File: config.mk
export PLATFORM = sky130hd
export DESIGN_NAME = sdram_init_seq
export DESIGN_NICKNAME = d
export VERILOG_FILES = /design/src/rtl/sdram_init_pkg.sv /design/src/rtl/sdram_start_decode.sv /design/src/rtl/sdram_gap_timer.sv /design/src/rtl/sdram_mode_word.sv /design/src/rtl/sdram_init_seq.sv
export SDC_FILE = /design/constraint.sdc
export NUM_CORES = 1
export LEC_CHECK = 0
export CORE_ASPECT_RATIO = 0.5
export CORE_MARGIN = 2
export CORE_UTILIZATION = 36
export DETAILED_ROUTE_END_ITERATION = 8
export GPL_ROUTABILITY_DRIVEN = 1
export PLACE_DENSITY = 0.83
export SLEW_MARGIN = 25
export SYNTH_ARGS = -nofsm -noshare
export SYNTH_HDL_FRONTEND = slang
export SYNTH_SLANG_ARGS = --single-unit
File: constraint.sdc
create_clock -name clk -period 2.3 [get_ports clk]
set_input_delay 0.23 -clock clk [delete_from_list [all_inputs] [get_ports clk]]
set_output_delay 0.23 -clock clk [all_outputs]
set_load 0.01 [all_outputs]
File: src/rtl/sdram_init_pkg.sv
package sdram_init_pkg;
  typedef enum logic [2:0] {
    ST_IDLE,
    ST_PALL,
    ST_GAP,
    ST_REF,
    ST_MRS
  } seq_state_t;

  // {cs_n, ras_n, cas_n, we_n}
  localparam logic [3:0] CMD_NOP  = 4'b0111;
  localparam logic [3:0] CMD_PALL = 4'b0010;
  localparam logic [3:0] CMD_REF  = 4'b0001;
  localparam logic [3:0] CMD_MRS  = 4'b0000;
endpackage

File: src/rtl/sdram_start_decode.sv
module sdram_start_decode #(
  parameter int WADDR_W = 32,
  parameter logic [WADDR_W-1:0] WIN_BASE = 32'h2000_0000,
  parameter logic [WADDR_W-1:0] WIN_MASK = 32'hFFFF_0000
) (
  input  logic               wr_en,
  input  logic [WADDR_W-1:0] wr_addr,
  output logic               hit
);
  always_comb hit = wr_en && ((wr_addr & WIN_MASK) == WIN_BASE);
endmodule

File: src/rtl/sdram_gap_timer.sv
module sdram_gap_timer #(
  parameter int W = 2
) (
  input  logic         clk,
  input  logic         rst,
  input  logic         load,
  input  logic [W-1:0] load_val,
  output logic         expired
);
  logic [W-1:0] cnt;

  always_ff @(posedge clk) begin
    if (rst)           cnt <= '0;
    else if (load)     cnt <= load_val;
    else if (cnt != 0) cnt <= cnt - 1'b1;
  end

  always_comb expired = (cnt == '0);
endmodule

File: src/rtl/sdram_mode_word.sv
module sdram_mode_word #(
  parameter int DATA_W = 16,
  parameter int A_W = 13,
  parameter logic [2:0] BL_CODE = 3'd0,
  parameter logic WRAP_CODE = 1'b0,
  parameter logic [2:0] CL_CODE = 3'd2
) (
  input  logic           single_wr,
  output logic [A_W-1:0] word
);
  localparam int SHIFT = (DATA_W == 32) ? 2 : ((DATA_W == 16) ? 1 : 0);

  logic [A_W-1:0] raw;

  always_comb begin
    raw = '0;
    raw[2:0] = BL_CODE;
    raw[3]   = WRAP_CODE;
    raw[6:4] = CL_CODE;
    raw[9]   = single_wr;
  end

  generate
    if (SHIFT == 0) begin : g_noshift
      always_comb word = raw;
    end else begin : g_shift
      always_comb word = {raw[A_W-1-SHIFT:0], {SHIFT{1'b0}}};
    end
  endgenerate
endmodule

File: src/rtl/sdram_init_seq.sv
module sdram_init_seq
  import sdram_init_pkg::*;
#(
  parameter int WADDR_W = 32,
  parameter logic [WADDR_W-1:0] WIN_BASE = 32'h2000_0000,
  parameter logic [WADDR_W-1:0] WIN_MASK = 32'hFFFF_0000,
  parameter int DATA_W = 16,
  parameter int A_W = 13,
  parameter int BA_W = 2,
  parameter int N_REF = 8,
  parameter int WAIT_W = 2
) (
  input  logic               clk,
  input  logic               rst,
  input  logic               wr_en,
  input  logic [WADDR_W-1:0] wr_addr,
  input  logic [WAIT_W-1:0]  wait_sel,
  input  logic               single_wr,
  output logic               cs_n,
  output logic               ras_n,
  output logic               cas_n,
  output logic               we_n,
  output logic [BA_W-1:0]    ba,
  output logic [A_W-1:0]     addr,
  output logic               busy,
  output logic               done
);
  localparam int REF_CW = $clog2(N_REF + 1);
  localparam int AP_BIT = 10;

  seq_state_t state, nxt;
  logic [REF_CW-1:0] ref_cnt;
  logic [WAIT_W-1:0] wait_q;
  logic              single_q;
  logic              hit, start_ok, gap_load, gap_done;
  logic [A_W-1:0]    mode_word;
  logic [3:0]        cmd_nxt;

  sdram_start_decode #(.WADDR_W(WADDR_W), .WIN_BASE(WIN_BASE), .WIN_MASK(WIN_MASK)) u_dec (
    .wr_en(wr_en), .wr_addr(wr_addr), .hit(hit)
  );

  sdram_gap_timer #(.W(WAIT_W)) u_gap (
    .clk(clk), .rst(rst), .load(gap_load), .load_val(wait_q), .expired(gap_done)
  );

  sdram_mode_word #(.DATA_W(DATA_W), .A_W(A_W)) u_mode (
    .single_wr(single_q), .word(mode_word)
  );

  always_comb start_ok = hit && (state == ST_IDLE);

  always_comb begin
    nxt = state;
    case (state)
      ST_IDLE: if (start_ok) nxt = ST_PALL;
      ST_PALL: nxt = ST_GAP;
      ST_GAP: begin
        if (gap_done) nxt = (ref_cnt == REF_CW'(N_REF)) ? ST_MRS : ST_REF;
      end
      ST_REF:  nxt = ST_GAP;
      ST_MRS:  nxt = ST_IDLE;
      default: nxt = ST_IDLE;
    endcase
  end

  always_comb gap_load = (nxt == ST_GAP) && (state != ST_GAP);

  always_comb begin
    case (nxt)
      ST_PALL: cmd_nxt = CMD_PALL;
      ST_REF:  cmd_nxt = CMD_REF;
      ST_MRS:  cmd_nxt = CMD_MRS;
      default: cmd_nxt = CMD_NOP;
    endcase
  end

  always_ff @(posedge clk) begin
    if (rst) begin
      state    <= ST_IDLE;
      ref_cnt  <= '0;
      wait_q   <= '0;
      single_q <= 1'b0;
      done     <= 1'b0;
      {cs_n, ras_n, cas_n, we_n} <= CMD_NOP;
      ba       <= '0;
      addr     <= '0;
    end else begin
      state <= nxt;
      {cs_n, ras_n, cas_n, we_n} <= cmd_nxt;
      ba <= '0;
      if (nxt == ST_PALL) begin
        addr <= '0;
        addr[AP_BIT] <= 1'b1;
      end else if (nxt == ST_MRS) begin
        addr <= mode_word;
      end else begin
        addr <= '0;
      end
      if (start_ok) begin
        wait_q   <= wait_sel;
        single_q <= single_wr;
        ref_cnt  <= '0;
        done     <= 1'b0;
      end
      if (nxt == ST_REF) ref_cnt <= ref_cnt + 1'b1;
      if (state == ST_MRS) done <= 1'b1;
    end
  end

  always_comb busy = (state != ST_IDLE);
endmodule

Word-level counts from Yosys, hierarchy flattened
Index checks and enable logic that the tools add are counted.
Word-level totals
  register bits after elaboration: 30
  bits in latches: 0
  bits in writable memories: 0
  memory bits (read-only): 0
  bits of input ports: 38
  output and inout bits: 21
  memories: 0
Operators by class
  add/subtract/negate cells: 2
  multipliers: 0
  divide/modulo/power cells: 0
  magnitude comparators: 0
  equality and inequality tests: 11
  shifts and indexed selects: 0
  mux-type cells: 13
  bitwise operators: 0
  reductions and logical operators: 12
Operators with widths (count)
  2-to-1 mux 11 bit: 2
  case mux 3 bit (3 select lines): 2
  equality test 16 x 14 -> 1 bit (second input constant): 1
  equality test 3 x 2 -> 1 bit (second input constant): 4
  2-to-1 mux 3 bit: 3
  2-to-1 mux 4 bit: 2
  nonzero test 2 bit: 4
  equality test 3 x 1 -> 1 bit (second input constant): 2
  equality test 3 bit (second input constant): 2
  adder 4 x 1 -> 4 bit (second input constant): 1
  equality test 4 bit (second input constant): 1
  2-to-1 mux 2 bit: 2
  OR reduction 2 bit: 2
  logical AND 1 bit: 3
  logical NOT 3 bit: 1
  inequality test 3 x 2 -> 1 bit (second input constant): 1
  nonzero test 3 bit: 1
  logical NOT 2 bit: 1
  2-to-1 mux 1 bit: 2
  subtractor 2 x 1 -> 2 bit (second input constant): 1

Longest topological paths before layout
  depth after elaboration: 8
  mapped depth: 6

Modules after synthesis
A second synthesis with hierarchy kept.
Unflattened totals
  cell total of the unflattened synthesis: 135
  area total of the unflattened synthesis: 1350.0 µm²
Modules (own cells, without submodules)
  sdram_init_seq: times used 1, cells each 102, area an instance 1058.5 µm², sequential area each 540.5 µm²
  sdram_gap_timer: times used 1, cells each 12, area an instance 121.4 µm², sequential area each 40.0 µm²
  sdram_mode_word: times used 1, cells each 15, area an instance 105.1 µm², sequential area each 0.0 µm²
  sdram_start_decode: times used 1, cells each 6, area an instance 65.1 µm², sequential area each 0.0 µm²

Worst setup path before layout
OpenSTA, ideal clock, no wires.
  path kind: reg2reg
  start point: reg state[0]
  end point: reg ref_cnt[1]
  setup time: 72 ps
  arrival: 1693 ps
  required time: 2228 ps
  path slack: 536 ps
  cell stages (with the launch flop): 5
  cell sequence: dfxtp_1 > or3_4 > or4_4 > o21ai_4 > mux2i_1
On the way
  word-level cells in the longest chain between the ends: 6
RTL lines
  start, declared: line sdram_init_seq.sv:31  | seq_state_t state, nxt;
  start signal, assigned: line sdram_init_seq.sv:89  | state <= nxt;
  logical NOT 3 bit: line sdram_init_seq.sv:51, sdram_init_seq.sv:55
  logical AND 1 bit: line sdram_init_seq.sv:51  | always_comb start_ok = hit && (state == ST_IDLE);
  2-to-1 mux 3 bit: line sdram_init_seq.sv:56  | ST_IDLE: if (start_ok) nxt = ST_PALL;
  case mux 3 bit (3 select lines): line sdram_init_seq.sv:55  | case (state)
  equality test 3 x 2 -> 1 bit: line sdram_init_seq.sv:106  | if (nxt == ST_REF) ref_cnt <= ref_cnt + 1'b1;
  2-to-1 mux 4 bit or nonzero test 2 bit (tied branches)
  end signal, assigned: line sdram_init_seq.sv:106
  end, declared: line sdram_init_seq.sv:32  | logic [REF_CW-1:0] ref_cnt;
Several ways; a longest one is shown, not always the timed one.
A chain may end at the register's enable or synchronous reset.

Worst setup path in the final report
  start point: in wr_addr[17]
  end point: reg ref_cnt[1]
On the way
  word-level cells in the longest chain between the ends: 7
RTL lines
  start, declared: line sdram_init_seq.sv:16  | input logic [WADDR_W-1:0] wr_addr,
  equality test 16 x 14 -> 1 bit (*): line sdram_start_decode.sv:10  | always_comb hit = wr_en && ((wr_addr & WIN_MASK) == WIN_BASE);
  logical AND 1 bit (*): line sdram_start_decode.sv:10
  logical AND 1 bit (*): line sdram_init_seq.sv:51
  2-to-1 mux 3 bit: line sdram_init_seq.sv:56
  case mux 3 bit (3 select lines): line sdram_init_seq.sv:55
  equality test 3 x 2 -> 1 bit: line sdram_init_seq.sv:106
  2-to-1 mux 4 bit or nonzero test 2 bit (tied branches)
Mark *: on every way between the ends. The rest lies on a longest branch, timed or not.

==> results by group <==
Run status
  – Status: complete, no violations

Clock tree
  – Root buf cell: clkbuf_8
  – CTS tree: done
  – Hold-fix buffers, CTS: 0
  – Clock latency on the worst-skew pair: 0.26 ns
  – Clock Tree Buf Depth: 2
  – CTS buffer count: 3
  – H-tree Lvls: 1
  – Clk sinks: 18
  – Worst-path clk slew: 0.07 ns
  – Post-CTS sizing: 0
  – Post CTS Setup Buffer Count: 0

Setup path
  – CP startpoint kind: input port
  – WS Path Type: in -> reg
  – Worst stage delay on the critical path: 0.55 ns
  – CP max stage cell: or4_4
  – Critical Path RT: 2.49 ns
  – R2r endpoint: ref_cnt[1]
  – Element type at the critical path end: register
  – Worst reg2reg startpoint: state[0]
  – Crit-path cells: clkdlybuf4s50_1 -> or4_1 -> or4_4 -> o21ai_4 -> mux2i_1
  – CP arrival: approximately 2.2 ns
  – Reg2reg path depth: 4
  – CP max FO: 6
  – Reg-to-reg slack, setup: 0.41 ns

STA
  – Setup Viol. Count Final: 0
  – Achievable clock frequency: just over 500 MHz
  – Final slew viol count: 0
  – Minimum clock period: a little under 2 ns
  – Hold WS: 0.4807 ns
  – Setup Skew: around 0.0016 ns
  – Final hold viol count: 0
  – Fin Setup TNS: 0 ns
  – RSZ-0062 raised after global routing: false
  – Period Utilization, post-route: 85.34%

GRT
  – Largest net degree at the start of global routing: 11
  – Vias in the first global route: between 600 and 700
  – Initial antenna violation count: 0
  – GRT Resource Usage Total: 12.60%
  – GRT overflow: 0
  – First-pass GRT wire length: ~2900 µm

Synth
  – Synth Area in Simple Gates: 24.74%
  – Largest cells by area after synthesis: dfxtp_1 (38%), buf_4 (11%), ha_1 (3.9%)
  – Post-synthesis sequential area ratio: 37.89%
  – Mean Syn Cell Area: 8.971 µm²
  – Post-Synth XOR/XNOR Area: 0.9211%
  – Post-Synth Adder-Cell Area: 3.947%
  – Gate Count Post-Synth: 106
  – Synth Flop Type: dfxtp_1
  – Top-area cell type share of the netlist area: 37.89%
  – EDFF count, synth: 0
  – Synth Area in Compound Gates: 15.53%
  – Distinct cells, synth: 39
  – Synthesized flop and latch total: 18
  – FFs w/ async S/R, synth: 0%
  – Area leader, netlist: dfxtp_1
  – Count leader, synth: dfxtp_1
  – Syn. warnings: 0
  – Main combinational cell family by area after synthesis: simple AND/OR/NAND/NOR gates
  – Mux cell area share after synthesis: 3.158%
  – Post-synthesis cell area: between 900 and 1000 µm²
  – Post-synth top cells: dfxtp_1 (18), buf_4 (14), nor2_1 (10)

Pwr
  – VDD IR-drop max: 195.5 µV
  – Reg power frac: 43.9%
  – Switching share of power: a little over a quarter
  – Sw Pwr: 0.0002020 W
  – Combinational power share: 22.8%
  – Internal power: roughly 0.00057 W
  – Power per Cell Area: between 600 and 700 nW/µm²
  – Clock network fraction of total power: 33.3%
  – Leakage: 0.4881 nW

Route
  – Via count: 830
  – DR vias/cell: 4.770
  – Pre-antenna DRT Iters: 4
  – Iteration-0 DRC Markers: 42
  – Routed len/inst: 10.60 µm
  – Routed wire length: 1845 µm
  – Final ANT Viol Nets: 0
  – DR DRC count: 0

Placement
  – GP Congestion: 0.8068
  – DP Wirelength: 1487 µm
  – PortBufs: 28
  – Area post-placement: between 1000 and 1500 µm²
  – Placed cells: 170

Floorplanning
  – Std-Cell Rows: 13
  – Die Height: 40.34 µm
  – Top Ports: 59
  – Starting density of the core: 37.24%
  – Core ar.: 2554 µm²
  – Die X: 76.69 µm
  – Full die area: 3093 µm²

Worst hold path
  – Worst hold path class: reg -> reg
  – Worst Hold Depth: 1
  – Hold path endpoint: addr[10]
  – Hold path start: single_q

Cells and area
  – Area growth from synthesis to final layout: 35.00%
  – Antenna Cells: 0
  – Final Non-Filler Cells: between 150 and 200
  – Share of layout cells above drive strength 1: 9.489%
  – Filler Cell Count: 235
  – Fin nets: 179
  – Final instance area: ~1300 µm²
  – Layout Utilization: 50.27%

Run
  – Max_cap viols: 0
-- state kept, by name (all words and copies together), names as in the netlist --
register	flops
wait_q	2
addr	2
we_n	1
single_q	1
u_gap.cnt	2
state	3
done	1
ras_n	1
cas_n	1
ref_cnt	4
-- stage by stage --
stage | worst slack, ns | total power, W
floorplan | 0.5357 | 0.0004839
detailed placement | 0.05529 | 0.0005252
global placement | 0.1097 | 0.0005175
finish | 0.3372 | 0.0007760
CTS | 0.3264 | 0.0007837
global route | 0.2491 | 0.0008204
-- area by class of cell --
| type | count | area [µm²] | area share (%) |
|---|---|---|---|
| multi-input cells | 81 | 511.7 | 39.86 |
| well taps | 37 | 46.29 | 3.606 |
| clock buffers | 4 | 55.05 | 4.289 |
| inverters | 4 | 15.01 | 1.170 |
| flip-flops and latches | 18 | 360.3 | 28.07 |
| repair buffers | 30 | 295.3 | 23.00 |
-- routing by layer --
| metal | vias up | GRT usage, % | wire (µm) |
|---|---|---|---|
| met5 | - | 0 | 0 |
| met4 | 0 | 6.818 | 16 |
| met2 | 43 | 21.49 | 851 |
| li1 | 412 | - | - |
| met1 | 372 | 14.84 | 824 |
| met3 | 3 | 4.279 | 152 |
-- critical path, delay by kind of cell --
kind | cells | cell delay (ns)
AND/OR/NAND/NOR | 2 | 1.09
buffers and inverters | 1 | 0.39
AO/OA/AOI/OAI | 1 | 0.21
multiplexers | 1 | 0.21
-- logic make-up after synthesis --
kind of cell / Yosys count
xor gates and xnor gates: 1
other: 1
AOI/OAI and AO/OA: 21
muxes: 3
adders and majority gates: 3
buffers and inverters: 20
DFF: 18
and+or+nand+nor: 39
-- power by group through the flow --
stage	Clock (W)	Sequential (W)	Combinational, W
after global routing	0.000279	0.000342	0.000200
after detailed placement	0	0.000348	0.000178
final	0.000259	0.000340	0.000177
after CTS	0.000265	0.000341	0.000178
after global placement	0	0.000347	0.000170
after floorplan	0	0.000346	0.000138
-- cell usage in the layout (no fill, tap or decap), types with 2 or more instances in the layout --
master,synthesis,final
dfxtp_1,18,18
inv_1,4,4
o21bai_1,3,3
a311oi_1,2,2
or2_2,2,2
conb_1,1,14
nor2_1,10,10
or4_1,2,2
a21oi_1,5,5
nand2_1,5,5
buf_4,14,2
clkdlybuf4s50_1,0,28
clkbuf_8,0,4
mux2i_1,3,3
nand3_1,5,5
o21ai_0,3,3
o21ai_1,2,2
ha_1,3,3
-- worst max path at each step --
stage               cells after the start  slack [ns]   startpoint          to
finish                                  5        0.34  wr_addr[17]  ref_cnt[1]
global route                            5        0.25  wr_addr[17]  ref_cnt[1]
CTS                                     5        0.33  wr_addr[17]  ref_cnt[1]
detailed placement                      5        0.06  wr_addr[17]  ref_cnt[1]
global placement                        5        0.11  wr_addr[17]  ref_cnt[1]
floorplan                               4        0.54     state[0]  ref_cnt[1]
(Power assumes the default switching activity.)
